==> src/rtl/mpd_pkg.sv <==
package mpd_pkg;

  // Byte positions that a descriptor reader decodes
  localparam int unsigned POS_TYPE  = 2;
  localparam int unsigned POS_BANKS = 5;
  localparam int unsigned POS_DENS  = 31;

  localparam logic [7:0] TYPE_NARROW = 8'h04;
  localparam logic [7:0] TYPE_WIDE   = 8'h08;

  typedef enum logic [2:0] {
    ST_IDLE, ST_DECOMP, ST_FOLD, ST_WTYPE,
    ST_WBANK, ST_WDENS, ST_SUM, ST_WSUM
  } mpd_state_e;

  // Preload template for the descriptor store
  function automatic logic [7:0] tpl_byte(input int unsigned idx);
    return 8'((idx * 37 + 11) % 256);
  endfunction

endpackage

==> src/rtl/mpd_lod.sv <==
module mpd_lod #(
  parameter int unsigned W  = 16,
  localparam int unsigned LW = $clog2(W)
) (
  input  logic [W-1:0]  val,
  output logic [LW-1:0] msb
);
  always_comb begin
    msb = '0;
    for (int i = 0; i < W; i++) begin
      if (val[i]) msb = LW'(i);
    end
  end

  // the detected position is the highest set bit
  always_comb begin
    if (val != '0) begin
      lod_pos_chk: assert ((val >> msb) == W'(1));
    end
  end
endmodule

==> src/rtl/mpd_bank_step.sv <==
module mpd_bank_step #(
  parameter int unsigned SIZE_W    = 16,
  parameter int unsigned MAX_EXP   = 14,
  parameter int unsigned MAX_BANKS = 3,
  parameter int unsigned DENS_W    = 16,
  localparam int unsigned LW = $clog2(SIZE_W),
  localparam int unsigned BW = $clog2(MAX_BANKS + 1)
) (
  input  logic [SIZE_W-1:0] rem,
  input  logic [BW-1:0]     banks,
  output logic              go,
  output logic [SIZE_W-1:0] rem_next,
  output logic [DENS_W-1:0] dens_bit
);
  logic [LW-1:0] msb;
  logic [LW-1:0] expo;

  mpd_lod #(.W(SIZE_W)) u_lod (.val(rem), .msb(msb));

  always_comb begin
    expo     = (msb > LW'(MAX_EXP)) ? LW'(MAX_EXP) : msb;
    go       = (rem >= SIZE_W'(4)) && (banks < BW'(MAX_BANKS));
    rem_next = rem - (SIZE_W'(1) << expo);
    dens_bit = DENS_W'(1) << (expo - LW'(2));
  end
endmodule

==> src/rtl/mpd_store.sv <==
module mpd_store #(
  parameter int unsigned DEPTH = 64,
  localparam int unsigned AW = $clog2(DEPTH)
) (
  input  logic          clk,
  input  logic          rst,
  input  logic          we,
  input  logic [AW-1:0] waddr,
  input  logic [7:0]    wdata,
  input  logic [AW-1:0] cs_addr,
  output logic [7:0]    cs_data,
  input  logic [AW-1:0] rd_addr,
  output logic [7:0]    rd_data
);
  logic [7:0] mem [DEPTH];

  always_ff @(posedge clk) begin
    if (rst) begin
      for (int i = 0; i < DEPTH; i++) mem[i] <= mpd_pkg::tpl_byte(i);
      rd_data <= '0;
    end else begin
      if (we) mem[waddr] <= wdata;
      rd_data <= mem[rd_addr];
    end
  end

  assign cs_data = mem[cs_addr];
endmodule

==> src/rtl/mpd_encoder.sv <==
module mpd_encoder #(
  parameter int unsigned SIZE_W    = 16,
  parameter int unsigned MAX_EXP   = 14,
  parameter int unsigned MAX_BANKS = 3,
  parameter int unsigned DENS_W    = 16,
  parameter int unsigned DEPTH     = 64,
  localparam int unsigned AW = $clog2(DEPTH),
  localparam int unsigned BW = $clog2(MAX_BANKS + 1)
) (
  input  logic              clk,
  input  logic              rst,
  input  logic              start,
  input  logic [SIZE_W-1:0] size_mb,
  output logic              busy,
  output logic              done,
  output logic              leftover,
  input  logic [AW-1:0]     rd_addr,
  output logic [7:0]        rd_data
);
  import mpd_pkg::*;

  mpd_state_e        state_q;
  logic [SIZE_W-1:0] rem_q;
  logic [BW-1:0]     banks_q;
  logic [DENS_W-1:0] dens_q;
  logic [7:0]        dens8_q, type_q, sum_q;
  logic [AW-1:0]     idx_q;
  logic              done_q, left_q;

  logic              step_go;
  logic [SIZE_W-1:0] step_rem;
  logic [DENS_W-1:0] step_bit;

  mpd_bank_step #(
    .SIZE_W(SIZE_W), .MAX_EXP(MAX_EXP),
    .MAX_BANKS(MAX_BANKS), .DENS_W(DENS_W)
  ) u_step (
    .rem(rem_q), .banks(banks_q),
    .go(step_go), .rem_next(step_rem), .dens_bit(step_bit)
  );

  // Split of a lone bank, then fold of high density bits
  logic              split, hi;
  logic [BW-1:0]     banks_f;
  logic [DENS_W-1:0] dens_s, dens_f;
  logic [7:0]        type_f;

  always_comb begin
    split   = (banks_q == BW'(1)) && (dens_q > DENS_W'(1));
    banks_f = split ? BW'(2) : banks_q;
    dens_s  = split ? (dens_q >> 1) : dens_q;
    hi      = |dens_s[DENS_W-1:8];
    dens_f  = hi ? ((dens_s & DENS_W'('hE0)) | ((dens_s >> 8) & DENS_W'('h1F)))
                 : dens_s;
    if (hi)                     type_f = TYPE_WIDE;
    else if (dens_s[4:0] == '0) type_f = TYPE_WIDE;
    else                        type_f = TYPE_NARROW;
  end

  // Store write and checksum read selection
  logic          we;
  logic [AW-1:0] waddr;
  logic [7:0]    wdata, cs_data;

  always_comb begin
    we    = 1'b0;
    waddr = '0;
    wdata = '0;
    unique case (state_q)
      ST_WTYPE: begin we = 1'b1; waddr = AW'(POS_TYPE);  wdata = type_q;  end
      ST_WBANK: begin we = 1'b1; waddr = AW'(POS_BANKS); wdata = 8'(banks_q); end
      ST_WDENS: begin we = 1'b1; waddr = AW'(POS_DENS);  wdata = dens8_q; end
      ST_WSUM:  begin we = 1'b1; waddr = AW'(DEPTH - 1); wdata = sum_q;   end
      default: ;
    endcase
  end

  mpd_store #(.DEPTH(DEPTH)) u_store (
    .clk(clk), .rst(rst), .we(we), .waddr(waddr), .wdata(wdata),
    .cs_addr(idx_q), .cs_data(cs_data), .rd_addr(rd_addr), .rd_data(rd_data)
  );

  always_ff @(posedge clk) begin
    if (rst) begin
      state_q <= ST_IDLE;
      rem_q   <= '0;
      banks_q <= '0;
      dens_q  <= '0;
      dens8_q <= '0;
      type_q  <= '0;
      sum_q   <= '0;
      idx_q   <= '0;
      done_q  <= 1'b0;
      left_q  <= 1'b0;
    end else begin
      done_q <= 1'b0;
      unique case (state_q)
        ST_IDLE: if (start) begin
          rem_q   <= size_mb;
          banks_q <= '0;
          dens_q  <= '0;
          state_q <= ST_DECOMP;
        end
        ST_DECOMP: if (step_go) begin
          rem_q   <= step_rem;
          banks_q <= banks_q + BW'(1);
          dens_q  <= dens_q | step_bit;
        end else begin
          state_q <= ST_FOLD;
        end
        ST_FOLD: begin
          banks_q <= banks_f;
          dens8_q <= dens_f[7:0];
          type_q  <= type_f;
          left_q  <= (rem_q != '0);
          state_q <= ST_WTYPE;
        end
        ST_WTYPE: state_q <= ST_WBANK;
        ST_WBANK: state_q <= ST_WDENS;
        ST_WDENS: begin
          idx_q   <= '0;
          sum_q   <= '0;
          state_q <= ST_SUM;
        end
        ST_SUM: begin
          sum_q <= sum_q + cs_data;
          idx_q <= idx_q + AW'(1);
          if (idx_q == AW'(DEPTH - 2)) state_q <= ST_WSUM;
        end
        ST_WSUM: begin
          done_q  <= 1'b1;
          state_q <= ST_IDLE;
        end
        default: state_q <= ST_IDLE;
      endcase
    end
  end

  assign busy     = (state_q != ST_IDLE);
  assign done     = done_q;
  assign leftover = left_q;


  done_pulse_chk: assert property (@(posedge clk) disable iff (rst)
    done |=> !done);

  done_idle_chk: assert property (@(posedge clk) disable iff (rst)
    done |-> !busy);

  start_ignored_chk: assert property (@(posedge clk) disable iff (rst)
    (busy && start && state_q != ST_WSUM) |=> busy);

  rem_shrink_chk: assert property (@(posedge clk) disable iff (rst)
    (state_q == ST_DECOMP) |=> (rem_q <= $past(rem_q)));

  split_chk: assert property (@(posedge clk) disable iff (rst)
    (state_q == ST_FOLD) |=> (banks_q != BW'(1) || dens8_q <= 8'd1));

  type_code_chk: assert property (@(posedge clk) disable iff (rst)
    (state_q == ST_FOLD) |=> (type_q == TYPE_WIDE || type_q == TYPE_NARROW));
endmodule

==> config.mk <==
export PLATFORM = sky130hd
export DESIGN_NAME = mpd_encoder
export DESIGN_NICKNAME = d
export VERILOG_FILES = /design/src/rtl/mpd_pkg.sv /design/src/rtl/mpd_lod.sv /design/src/rtl/mpd_bank_step.sv /design/src/rtl/mpd_store.sv /design/src/rtl/mpd_encoder.sv
export SDC_FILE = /design/constraint.sdc
export NUM_CORES = 1
export LEC_CHECK = 0
export BUFFER_PORTS_ARGS = -buffer_cell sky130_fd_sc_hd__buf_4
export CORE_ASPECT_RATIO = 0.75
export CORE_MARGIN = 2
export CORE_UTILIZATION = 44
export CTS_CLUSTER_SIZE = 14
export DETAILED_ROUTE_END_ITERATION = 6
export GPL_TIMING_DRIVEN = 0
export PLACE_DENSITY = 0.68
export RECOVER_POWER = 50
export SLEW_MARGIN = 15
export SYNTH_ARGS = -nofsm -noshare
export SYNTH_HDL_FRONTEND = slang
export SYNTH_SLANG_ARGS = --single-unit
export TNS_END_PERCENT = 30
==> constraint.sdc <==
create_clock -name clk -period 4.6 [get_ports clk]
set_clock_uncertainty 0.2 [all_clocks]
set_input_delay 0.69 -clock clk [delete_from_list [all_inputs] [get_ports clk]]
set_output_delay 0.69 -clock clk [all_outputs]
set_load 0.03 [all_outputs]
==> results.json <==
{
  "outcome": "completed",
  "stdcell_area_mm2": 0.0337,
  "worst_pin_slew_ns": 1.18,
  "synthTopCellsByCount": "512 x edfxtp_1, 327 x mux4_2, 123 x clkbuf_1",
  "path_class": "reg2reg",
  "required_ns": 4.88,
  "seq_power_share_pct": 43.8,
  "use_met2_pct": 34.0,
  "ys_seq_elements": 589,
  "p_leak_nw": 11.8,
  "grt_pass1_vias": 16928,
  "async_flop_share_pct": 0,
  "finalHoldViolCount": 0,
  "drt-pass1-iter-count": 7,
  "synthFlopType": "edfxtp_1",
  "grt_antenna_before_repair": 12,
  "htree_levels": 2,
  "rows": 80,
  "vias_per_cell": 5.56,
  "p_sw_share_pct": 30.0,
  "synth_most_common_cell": "edfxtp_1",
  "critPathBufInv": 4,
  "maxCapViolCount": 0,
  "grt.busiest_layer": "met1",
  "max_clock_freq_mhz": 220,
  "worst-path-max-fanout": 10,
  "cp_slowest_stage_delay_ns": 0.58,
  "ant_nets": 0,
  "synth.cell_area_mm2": 0.0281,
  "grt_pass1_wl_um": 111000,
  "comb_power_share_pct": 23.8,
  "start_kind": "flip-flop",
  "finalNetCount": 2230,
  "clock-sinks": 589,
  "port_buffers": 29,
  "grt_use_met1_pct": 35.0,
  "place_area_mm2": 0.0313,
  "fillCellCount": 5191,
  "dp_cells": 2965,
  "grt_util_met3_pct": 8.05,
  "timing.critical_path.cells": "buf_12 -> clkbuf_16 -> buf_12 -> buf_12 -> mux4_2 -> mux4_2 -> mux4_2 -> ha_4 -> o21ai_1 -> nor2_2 -> nor4_2 -> o21bai_2 -> xor2_1 -> mux2i_2 -> xnor2_1 -> o31ai_1",
  "fin_crit_ns": 4.55,
  "synth_edf_count": 512,
  "grt_max_degree": 16,
  "ir_drop_uv": 275,
  "yosys-top-cells-area": "edfxtp_1 55%, mux4_2 26%, dfxtp_1 5.5%",
  "final-setup-viol-count": 0,
  "synth.largest_area_cell": "edfxtp_1",
  "ys_warn_count": 0,
  "cp_slowest_cell": "mux4_2",
  "cts_hold_buffers": 0,
  "syn_avg_cell_area_um2": 17.7,
  "critPathTopFamily": "multiplexers",
  "r2r_slack_ns": 0.05,
  "end_kind": "flip-flop",
  "die_w_um": 296,
  "holdCritPathClass": "in2reg",
  "cts_buffer_depth": 3,
  "clockPowerShare_pct": 32.3,
  "die_h_um": 223,
  "clock_latency_ns": 0.64,
  "power.internal_mw": 10.7,
  "dr_total_vias": 17143,
  "p_per_area_mw_per_mm2": 452,
  "drcViolationCount": 0,
  "place_hpwl_um": 57100,
  "synth_top_area_share_pct": 54.6,
  "gp_congestion": 0.966,
  "layout.cells.non_filler": 3085,
  "maxSlewViolCount": 0,
  "pin_count": 36,
  "ys_seq_area_share_pct": 60.1,
  "cts_buffers": 59,
  "drive_gt1_share_pct": 24.0,
  "wirelength_um": 76900,
  "grt_setup_unrepaired": "yes",
  "cp.arrival_ns": 4.83,
  "grt_use_total_pct": 23.8,
  "area_growth_pct": 19.9,
  "gr-total-overflow": 0,
  "die_area_mm2": 0.0660,
  "clk_pin_slew_worst_paths_ns": 0.07,
  "p_sw_mw": 4.58,
  "core_area_mm2": 0.0635,
  "slew_headroom_pct": 21.4,
  "wl_per_cell_um": 24.9,
  "finalCritPeriodShare_pct": 98.9,
  "synthDistinctLibCells": 62,
  "synthesis.instances": 1590,
  "p_total_mw": 15.3,
  "drtIter0Drc": 2133,
  "cts_root_buffer": "clkbuf_16",
  "start_util_pct": 44.3,
  "cts_tree": "done"
}
## metal layers
layer	routed length, um	part of all wire (%)
met2	33800	44
met5	53	0.069
met3	9970	13
met4	1730	2.2
met1	31300	41
## sequential cells by signal, indices dropped and copies added (netlist names), named ones only
| name | cells |
|---|---|
| u_store.mem | 512 |
| dens_q | 16 |
| leftover | 1 |
| banks_q | 2 |
| sum_q | 8 |
| idx_q | 6 |
| dens8_q | 8 |
| type_q | 2 |
| rem_q | 16 |
| done | 1 |
| state_q | 3 |
| u_store.rd_data | 8 |
## worst paths after layout
| path | startpoint | end | cells after the start |
|---|---|---|---|
| min reg2reg | dens_q[15] | dens_q[15] | 2 |
| max | flip-flop | sum_q[7] | 16 |
| min | size_mb[7] | rem_q[7] | 3 |
| max reg2reg | flip-flop | sum_q[7] | 16 |
## layout make-up
class / instances / area (um^2) / share of cell area (%)
multi-input cells: 1296 / 12400 / 36.7
well taps: 861 / 1080 / 3.19
plain buffers: 168 / 1040 / 3.08
repair buffers: 38 / 295 / 0.875
inverters: 20 / 75.1 / 0.222
clock inverters: 41 / 424 / 1.26
diodes: 2 / 5.00 / 0.0148
clock buffers: 70 / 1540 / 4.56
flip-flops and latches: 589 / 16900 / 50.1
## kinds of logic after synthesis
logic type / count (synthesis) / share of synthesized area, %
other: 2 / 0.0267
AND/OR/NAND/NOR: 245 / 4.11
adder cells (fa/ha/maj): 33 / 1.52
XOR/XNOR: 20 / 0.623
multiplexers: 355 / 27.2
buffers and inverters: 189 / 2.73
AO/OA/AOI/OAI: 157 / 3.68
flip-flops: 589 / 60.1
## repair_timing
action | CTS | global route
pin swaps | 4 | 2
endpoints found under the setup margin | 14 | 7
gates resized for setup | 115 | 12
setup buffers | 7 | 1
## cell usage in the layout (no fill, tap or decap), types with 13 or more instances in the layout
cell type  netlist  routed
mux2i_1         23      22
clkbuf_1       123     122
conb_1           2     486
buf_4            1      38
clkinv_1         0      14
edfxtp_1       512     512
mux4_2         327     327
dfxtp_1         77      76
ha_1            31      27
nand2b_1        17      17
nand3_1         15      15
xnor2_1         13      13
clkbuf_16        0      63
inv_1           20      20
a21oi_1         59      57
nand2_1         47      46
nor3_1          16      15
nor2_1          99      97
buf_2           32      18
## worst min-delay path, stage by stage
cell and delay, ns:
buf_4 0.08, a222oi_1 0.05, nor2_1 0.08
## power by group through the flow
| stage | Clock [mW] | Sequential, mW | Combinational, mW |
|---|---|---|---|
| after floorplan | 0 | 6.67 | 2.49 |
| after global placement | 0 | 6.73 | 3.34 |
| after detailed placement | 0 | 6.78 | 3.41 |
| after CTS | 5.01 | 6.67 | 3.51 |
| after global routing | 5.22 | 6.74 | 3.93 |
| final | 4.93 | 6.69 | 3.64 |
## through the flow
step / util, % / setup WS, ns / setup TNS [ns] / hold WS [ns]
finish: 53.2 / 0.0522 / 0 / 0.103
global route: 53.2 / -0.0714 / -0.106 / 0.127
CTS: 53.1 / -0.0178 / -0.0178 / 0.0867
detailed placement: 49.3 / -1.30 / -7.96 / 0.266
floorplan: - / 0.192 / 0 / 0.238
global placement: 49.2 / -1.12 / -6.35 / 0.256
(Power assumes the default switching activity.)
